--- src/rtl/spi_status_poller.sv ---
module spi_status_poller #(
  parameter int unsigned TMO_CYCLES = 500_000_000,
  parameter logic [7:0]  RD_OPCODE  = 8'h00
) (
  input  logic       clk,
  input  logic       rst_n,
  input  logic       start,
  input  logic [7:0] mask,
  output logic       active,
  output logic       done,
  output logic       err,
  output logic       tmo,
  output logic [7:0] status,
  output logic       spi_req,
  input  logic       spi_gnt,
  output logic       spi_go,
  output logic [7:0] spi_tx,
  input  logic       spi_ack,
  input  logic [7:0] spi_rx
);
  localparam int CW = $clog2(TMO_CYCLES + 1);
  localparam logic [CW-1:0] LIMIT = CW'(TMO_CYCLES);
  localparam logic [7:0] BUSY_BIT = 8'h01;
  localparam logic [7:0] FAULT_BITS = 8'h0C;

  typedef enum logic [2:0] {S_IDLE, S_REQ, S_GO1, S_W1, S_GO2, S_W2, S_GAP} st_t;

  st_t           st;
  logic [7:0]    mask_q;
  logic [CW-1:0] cnt;

  wire expired = (cnt == LIMIT);
  wire fault   = |(spi_rx & FAULT_BITS);
  wire ok      = ((spi_rx & (BUSY_BIT | mask_q)) == mask_q);

  assign active  = (st != S_IDLE);
  assign spi_req = (st == S_REQ) || (st == S_GO1) || (st == S_W1) ||
                   (st == S_GO2) || (st == S_W2);
  assign spi_go  = (st == S_GO1) || (st == S_GO2);
  assign spi_tx  = RD_OPCODE;

  always_ff @(posedge clk or negedge rst_n) begin
    if (!rst_n) begin
      st     <= S_IDLE;
      mask_q <= '0;
      cnt    <= '0;
      done   <= 1'b0;
      err    <= 1'b0;
      tmo    <= 1'b0;
      status <= '0;
    end else begin
      if (st != S_IDLE && !expired) cnt <= cnt + 1'b1;
      case (st)
        S_IDLE: if (start) begin
          mask_q <= mask;
          cnt    <= '0;
          done   <= 1'b0;
          err    <= 1'b0;
          tmo    <= 1'b0;
          st     <= S_REQ;
        end
        S_REQ: if (spi_gnt) st <= S_GO1;
        S_GO1: st <= S_W1;
        S_W1:  if (spi_ack) st <= S_GO2;
        S_GO2: st <= S_W2;
        S_W2: if (spi_ack) begin
          status <= spi_rx;
          if (fault) begin
            err <= 1'b1;
            st  <= S_IDLE;
          end else if (ok) begin
            done <= 1'b1;
            st   <= S_IDLE;
          end else if (expired) begin
            tmo <= 1'b1;
            st  <= S_IDLE;
          end else begin
            st <= S_GAP;
          end
        end
        S_GAP: st <= S_REQ;
        default: st <= S_IDLE;
      endcase
    end
  end
endmodule


--- config.mk ---
export PLATFORM = sky130hd
export DESIGN_NAME = spi_status_poller
export DESIGN_NICKNAME = d
export VERILOG_FILES = /design/src/rtl/spi_status_poller.sv
export SDC_FILE = /design/constraint.sdc
export NUM_CORES = 1
export LEC_CHECK = 0
export ABC_AREA = 1
export BUFFER_PORTS_ARGS = -buffer_cell sky130_fd_sc_hd__buf_2
export CORE_MARGIN = 2
export CORE_UTILIZATION = 56
export CTS_BUF_LIST = sky130_fd_sc_hd__clkbuf_8
export DETAILED_ROUTE_END_ITERATION = 10
export GPL_TIMING_DRIVEN = 0
export PLACE_DENSITY = 0.78
export SETUP_SLACK_MARGIN = 0.3
export SLEW_MARGIN = 10
export SYNTH_ARGS = -nofsm -noshare
export SYNTH_HDL_FRONTEND = slang
export SYNTH_SLANG_ARGS = --single-unit
--- constraint.sdc ---
create_clock -name clk -period 2.9 [get_ports clk]
set_input_delay 0.58 -clock clk [delete_from_list [all_inputs] [get_ports clk]]
set_output_delay 0.58 -clock clk [all_outputs]
set_load 0.02 [all_outputs]
Word-level counts from Yosys, hierarchy flattened. Cells that the tools add are included.

Bits in registers: 51. Bits in latches: 0. Memory bits (writable): 0. Bits in read-only memories: 0. Bits of input ports: 21. Output and inout bits: 22. Logic and storage cells: 67. Memories: 0.

$add $sub $neg: 1. $mul: 0. Divide/modulo/power cells: 0. Order comparisons: 0. Equal/unequal tests: 17. Shift operators: 0. Muxes and demuxes: 24. Bitwise logic cells: 1. Reductions and logical operators: 17.

Operators by type and width (count): two-way mux 29 bit (3); adder 29 x 1 -> 29 bit, second input constant (1); == test 29 bit, second input constant (1); two-way mux 3 bit (7); one-hot mux 3 bit (7 select lines) (1); != test 2 bit, second input constant (9); two-way mux 1 bit (10); == test 3 bit, second input constant (3); bitwise AND 8 bit (1); == test 8 bit (1); AND reduction 4 bit (2); == test 3 x 2 -> 1 bit, second input constant (2); one-hot mux 1 bit (2 select lines) (3); AND reduction 6 bit (1); logical OR 1 bit (5); AND reduction 5 bit (1); AND reduction 2 bit (2); == test 3 x 1 -> 1 bit, second input constant (1); logical NOT 3 bit (1); nonzero test 3 bit (1); nonzero test 2 bit (1); OR reduction 2 bit (1); logical AND 1 bit (1); logical NOT 1 bit (1).

Logic depth before layout (Yosys ltp). Gate-level depths: netlist of run 1.

Word-level depth: 6. Mapped depth: 13.

Worst setup path before layout of run 1. OpenSTA, ideal clock, no wires.

Path kind: flip-flop to flip-flop. Start point: reg cnt[0]. End point: reg cnt[17]. Setup time: 123 ps. Arrival time: 1457 ps. Path slack: 1320 ps. Stages on the path, launching flop included: 13. Cell sequence: dfrtp_1 inv_1 ha_1 inv_1 nor2_1 nand2_1 nor2_1 nand2_1 nor2_2 nor2_4 buf_4 o21ai_0 nand2_1.

Word-level cells in the longest chain between the ends: 6. Elaborated cells between the ends (all ways): 7. Classes of those cells: add/sub: 1; eq/ne: 1; mux: 3; reduce/logical: 2.

Ends and longest elaborated chain: start, declared (RTL line 30) `logic [CW-1:0] cnt;`; start signal, assigned (RTL line 52) `if (st != S_IDLE && !expired) cnt <= cnt + 1'b1;`; branches (longest 3 deep; another with adder 29 x 1 -> 29 bit); two-way mux 29 bit * (RTL line 52); two-way mux 29 bit (RTL line 54) `S_IDLE: if (start) begin`; two-way mux 29 bit * (RTL line 53) `case (st)`.

Mark *: on every way between the ends. A chain may end at the register's enable or synchronous reset.

Worst setup path after layout of run 1.
Start point: reg cnt[0]. End point: reg cnt[8].

The elaborated chain is that of the path after synthesis.

==> flow_metrics.tcl, run 1 <==
set metrics [dict create \
    status "finished clean" \
    coreArea_um2 5816 \
    clk_latency_ps 310 \
    fin_nets 535 \
    gp_congestion 0.9918 \
    max_freq_mhz 512.3 \
    root_buffer "clkbuf_8" \
    grt_pass1_vias 2847 \
    startpoint "cnt[0]" \
    rows 28 \
    multiInputGateArea_um2 1795 \
    cap_violations 0 \
    drive_gt1_frac 0.2047 \
    antenna_left 0 \
    cts_resized 0 \
    wirelength_um 7650 \
    cts_made_buffers 5 \
    worstSetupStartpointType "flop" \
    instances_no_fill 588 \
    synth-edff-count 0 \
    avgSynthCellArea_um2 7.167 \
    synthTopCellsByArea "dfrtp_1 38%, nand2_1 19%, nor2_1 6.2%" \
    grt_use_total 0.2553 \
    worstHoldPathType "in2async" \
    path_max_fanout 10 \
    synth_area_um2 3326 \
    synth_top_flop_cell "dfrtp_1" \
    crit_type "reg2reg" \
    io_buffers 34 \
    synth_top_area_cell "dfrtp_1" \
    drc_errors 0 \
    antenna_found_initial 0 \
    synth-simple-area-share 0.3875 \
    rsz0062_at_grt "false" \
    muxShareOfSynthArea 0.03047 \
    dpl.hpwl_um 5866 \
    num_antenna_cells 0 \
    fill_cells 551 \
    ys_warn_count 0 \
    async_reset_ff_frac 1.000 \
    crit_slowest_cell "dfrtp_1" \
    cts_tree "done" \
    ys_seq_area_frac 0.3837 \
    dr.pass1.iters 4 \
    r2r-start "cnt[0]" \
    synth_xor_area_frac 0.04740 \
    dieArea_um2 6572 \
    cts_sinks 51 \
    period_minus_slack_ps 1952 \
    cts_setup_buffers 0 \
    cts_hold_buf 0 \
    worst_pin_slew_ps 648.0 \
    final_area_um2 3716 \
    clk_pin_slew_ps 110 \
    grt_max_degree 52 \
    synth_top_family_by_area "simple AND/OR/NAND/NOR gates" \
    clk_path_buf_depth 2 \
    avgRoutedWirePerCell_um 13.01 \
    maxSlewHeadroom 0.5680 \
    via_per_inst 5.141 \
    initial_utilization 0.5719 \
    holdWs_ps 269.1 \
    synth_most_common_cell "nand2_1" \
    regArea_um2 1276 \
    yosysUniqueCellTypes 31 \
    synth_compound_area_frac 0.05794 \
    synth_top_area_frac 0.3837 \
    dp_cells 580 \
    drt_iter0_drc 174 \
    arrival_ps 2140 \
    grt_pass1_wl_um 13000 \
    final-hold-violation-count 0 \
    synthCells 464 \
    cp-end-kind "flop" \
    p_leak_nw 1.799 \
    synth_fa_ha_area_frac 0.007524 \
    path_cells "inv_1 > ha_1 > inv_1 > nor2_1 > nand2_1 > nor2_1 > nand2_1 > nor2_2 > nor2_4 > buf_4 > nand2_1 > a21oi_2" \
    synth-seq-cells 51 \
    required_ps 3090 \
    dp_worst_setup_slack_ps 972.4 \
    crit_path_frequent_cell "nand2_1" \
    p_per_area_nw_per_um2 744.8 \
    tns_ps 0 \
    yosys-top-cells-count "164 x nand2_1, 55 x nor2_1, 51 x dfrtp_1" \
    setup_viol 0 \
    htreeDepth 2 \
    period_share 0.6731 \
    fin_ws_ps 947.9 \
    die_w_um 81.07 \
    dpl_cell_area_um2 3616 \
    cpPeakStageDelay_ps 450 \
    slew_violations 0 \
    skew_ps 13.48 \
    die_y_um 81.07 \
    ios 43 \
    area_delta_synth_final_pct 11.74 \
    ir_worst_vdd_mv 0.5562 \
    dr_total_vias 3023 \
    overflow 0 \
]
where the power goes:
group | internal (mW) | switching (mW)
combinational | 0.444 | 0.807
clock | 0.183 | 0.264
sequential | 0.909 | 0.161
placed cells by master, fill, tap and decap left out, types with 2 or more instances in the layout:
master / instances
xnor2_1: 7
nor3_2: 3
nand2_1: 164
nand3_1: 33
buf_4: 10
buf_2: 37
nor2_4: 5
conb_1: 8
nor3_1: 4
nand2_2: 10
nand3b_1: 4
buf_6: 3
clkbuf_8: 5
o21ai_0: 20
xor2_1: 11
a21oi_2: 6
o22ai_1: 2
mux2_2: 9
nor2_1: 55
a21oi_1: 4
inv_2: 3
nand4_1: 4
nor2_2: 8
inv_6: 2
inv_1: 36
ha_1: 2
dfrtp_1: 51
sequential cells by signal, indices dropped and copies added, names as in the netlist:
register / count
cnt: 29
mask_q: 8
status: 8
st: 3
done: 1
err: 1
tmo: 1
final cells by class:
cell class                 instances  area share
multi-input combinational        362      0.4832
sequential                        51      0.3434
timing repair buffer              34     0.04646
inverter                          41     0.04175
buffer                            17     0.03367
tap                               75     0.02525
clock buffer                       5     0.01852
clock inverter                     3    0.007744
worst paths after layout:
path                                  end  slack, ps  depth (start not counted)
worst max-delay path               cnt[8]        950                         12
worst min-delay path               cnt[6]        270                          1
worst max register to register     cnt[8]        950                         12
worst min register to register  status[7]        500                          2
max in group asynchronous          cnt[8]       2170                          1
min in group clk                mask_q[5]        460                          3
kinds of logic (layout without fill, tap and decap cells):
family                     Yosys count  in the layout
xor gates and xnor gates            18             18
muxes                                9              9
DFF                                 51             51
AOI/OAI and AO/OA                   33             33
buffers and inverters               58            100
adders and majority gates            2              2
other                                1              8
and+or+nand+nor                    292            292
worst max-delay path, delay by kind of cell (launching register included):
kind	cells	cell delay, ps
flops	1	450
fa+ha+maj	1	170
compound gates	1	50
simple gates	7	750
buf+inv	3	410
through the flow:
step | util | power (mW)
finish | 0.6390 | 2.768
global route | 0.6390 | 2.971
CTS | 0.6386 | 2.785
detailed placement | 0.6218 | 2.336
global placement | 0.6218 | 2.300
floorplan | - | 1.973
metal layers:
| layer | part of all wire | GRT usage |
|---|---|---|
| met1 | 0.46 | 0.3352 |
| met2 | 0.47 | 0.4298 |
| met3 | 0.056 | 0.04000 |
| met4 | 0.018 | 0.08814 |
| met5 | 0 | 0 |
No activity file was read; power rests on OpenSTA's default activity.
==> run 2, diff against run 1 <==
clock period = 1.9 ns   (was 2.9 ns; I/O delays follow)
==> run 2 against run 1 <==
  * Worst hold slack got worse by 200 ps
  * Sequential power rose by 54%
  * Clock power rose by 53%
  * Non-clock buffer count rose by 24
  * Cell count rose by 4.1%
==> flow_metrics.tcl, run 2 (synthesis gave the netlist of run 1 again) <==
set metrics [dict create \
    status "finished clean" \
    instances_no_fill 612 \
    max_freq_mhz 597.7 \
    holdWs_ps 65.80 \
    drt_iter0_drc 203 \
    cts_made_buffers 5 \
    largest_reg_flops 29 \
    crit_type "reg2out" \
    period_minus_slack_ps 1673 \
    rsz0062_at_grt "true" \
    worst_pin_slew_ps 645.5 \
    setup_viol 0 \
    die_y_um 81.07 \
    cp-end-kind "primary output" \
    final-hold-violation-count 0 \
    r2r_end "cnt[8]" \
    final_common_cell "nand2_1" \
    cts_sinks 51 \
    cts_tree "done" \
    skew_ps 12.08 \
    initial_utilization 0.5719 \
    num_antenna_cells 0 \
    grt_pass1_vias 3046 \
    path_max_fanout 4 \
    grt_max_degree 52 \
    grt_use_total 0.2743 \
    clk_latency_ps 320 \
    dr_total_vias 3243 \
    ios 43 \
    fin_ws_ps 227.0 \
    required_ps 1520 \
    utilization 0.7119 \
    dieArea_um2 6572 \
    cts_hold_buf 0 \
    clk_pin_slew_ps 110 \
    htreeDepth 2 \
    io_buffers 34 \
    dpl.hpwl_um 5866 \
    rows 28 \
    slew_violations 0 \
    startpoint "st[0]" \
    dp_worst_setup_slack_ps -27.55 \
    top_register "cnt" \
    dp_cells 580 \
    coreArea_um2 5816 \
    final_cell_mix "144 x nand2_1, 47 x nor2_1, 42 x dfrtp_1, 35 x buf_2, 30 x nand3_1" \
    avgRoutedWirePerCell_um 14.14 \
    die_w_um 81.07 \
    p_leak_nw 1.958 \
    root_buffer "clkbuf_8" \
    fin_nets 559 \
    cap_violations 0 \
    clk_path_buf_depth 2 \
    worstHoldPathType "in2async" \
    largestRegisters "cnt (29), mask_q (8), status (8)" \
    dr.pass1.iters 4 \
    maxSlewHeadroom 0.5696 \
    drive_gt1_frac 0.3445 \
    antenna_left 0 \
    r2r-start "cnt[1]" \
    via_per_inst 5.299 \
    crit_end "spi_req" \
    gp_congestion 0.9918 \
    grt_pass1_wl_um 13900 \
    arrival_ps 1290 \
    wirelength_um 8653 \
    p_per_area_nw_per_um2 1185 \
    p_total_mw 4.906 \
    rrSetupSlack_ps 230 \
    overflow 0 \
    ff2ff_path_depth 12 \
    drc_errors 0 \
    period_share 0.8805 \
    ir_worst_vdd_mv 1.062 \
    area_delta_synth_final_pct 24.49 \
    worstSetupStartpointType "flop" \
    antenna_found_initial 0 \
]
## run 2: cell types whose count changed in the layout (fill, tap and decap cells not counted), moves of 4 or more
cell,previous run,this run
nand2_1,164,144
buf_4,10,29
nand2_2,10,26
dfrtp_1,51,42
dfrtp_2,0,9
inv_1,36,28
nor2_1,55,47
nor2_4,5,13
buf_6,3,9
inv_2,3,9
nand2_4,0,4
o21ai_0,20,16
## run 2: repair_timing
action / 4_1_cts / 5_1_grt
gates resized for setup: 45 / 43
cloned: 3 / 0
pin swaps: 18 / 17
setup buffers: 8 / 13
endpoints found under the setup margin: 37 / 45
## run 2: layer usage
metal,GRT usage,share of wire,wire length [um]
met5,0,0,0
met4,0.1136,0.023,201
met3,0.04667,0.052,449
met2,0.4702,0.50,4307
met1,0.3424,0.43,3695
## run 2: worst min path at each step
stage / startpoint / to / slack, ps / depth (start not counted)
floorplan: rst_n / cnt[0] / 80 / 0
global placement: tmo / tmo / 450 / 2
detailed placement: status[7] / status[7] / 470 / 2
CTS: mask[5] / mask_q[5] / 260 / 3
global route: rst_n / cnt[7] / 140 / 1
finish: rst_n / cnt[17] / 70 / 1
## run 2: power breakdown
group          leakage (nW)  switching [mW]  internal (mW)  total [mW]
logic                  1.25            1.51           1.06        2.57
clock network        0.0511           0.407          0.279       0.686
registers             0.660           0.259           1.40        1.65
total                  1.96            2.18           2.73        4.91
## run 2: stage by stage
stage / setup TNS [ps] / instance area [um2]
detailed placement: -49.00 / 3616
finish: 0 / 4140
global route: 0 / 4140
CTS: 0 / 3915
floorplan: 0 / 3352
global placement: -4.145 / 3616
## run 2: final cells by class
cell class	count	area, um2
fill	497	1675
inverter	41	160.2
timing repair buffer	58	376.6
clock buffer	5	68.82
multi-input combinational	362	1996
sequential	51	1287
buffer	17	128.9
clock inverter	3	28.78
tap	75	93.84
## run 2: critical path: stages (launching register included)
cell,delay (ps)
dfrtp_2,450
inv_2,80
nor2_4,50
nand2_2,60
nand2_2,50
inv_2,50
nand4_1,80
buf_4,170
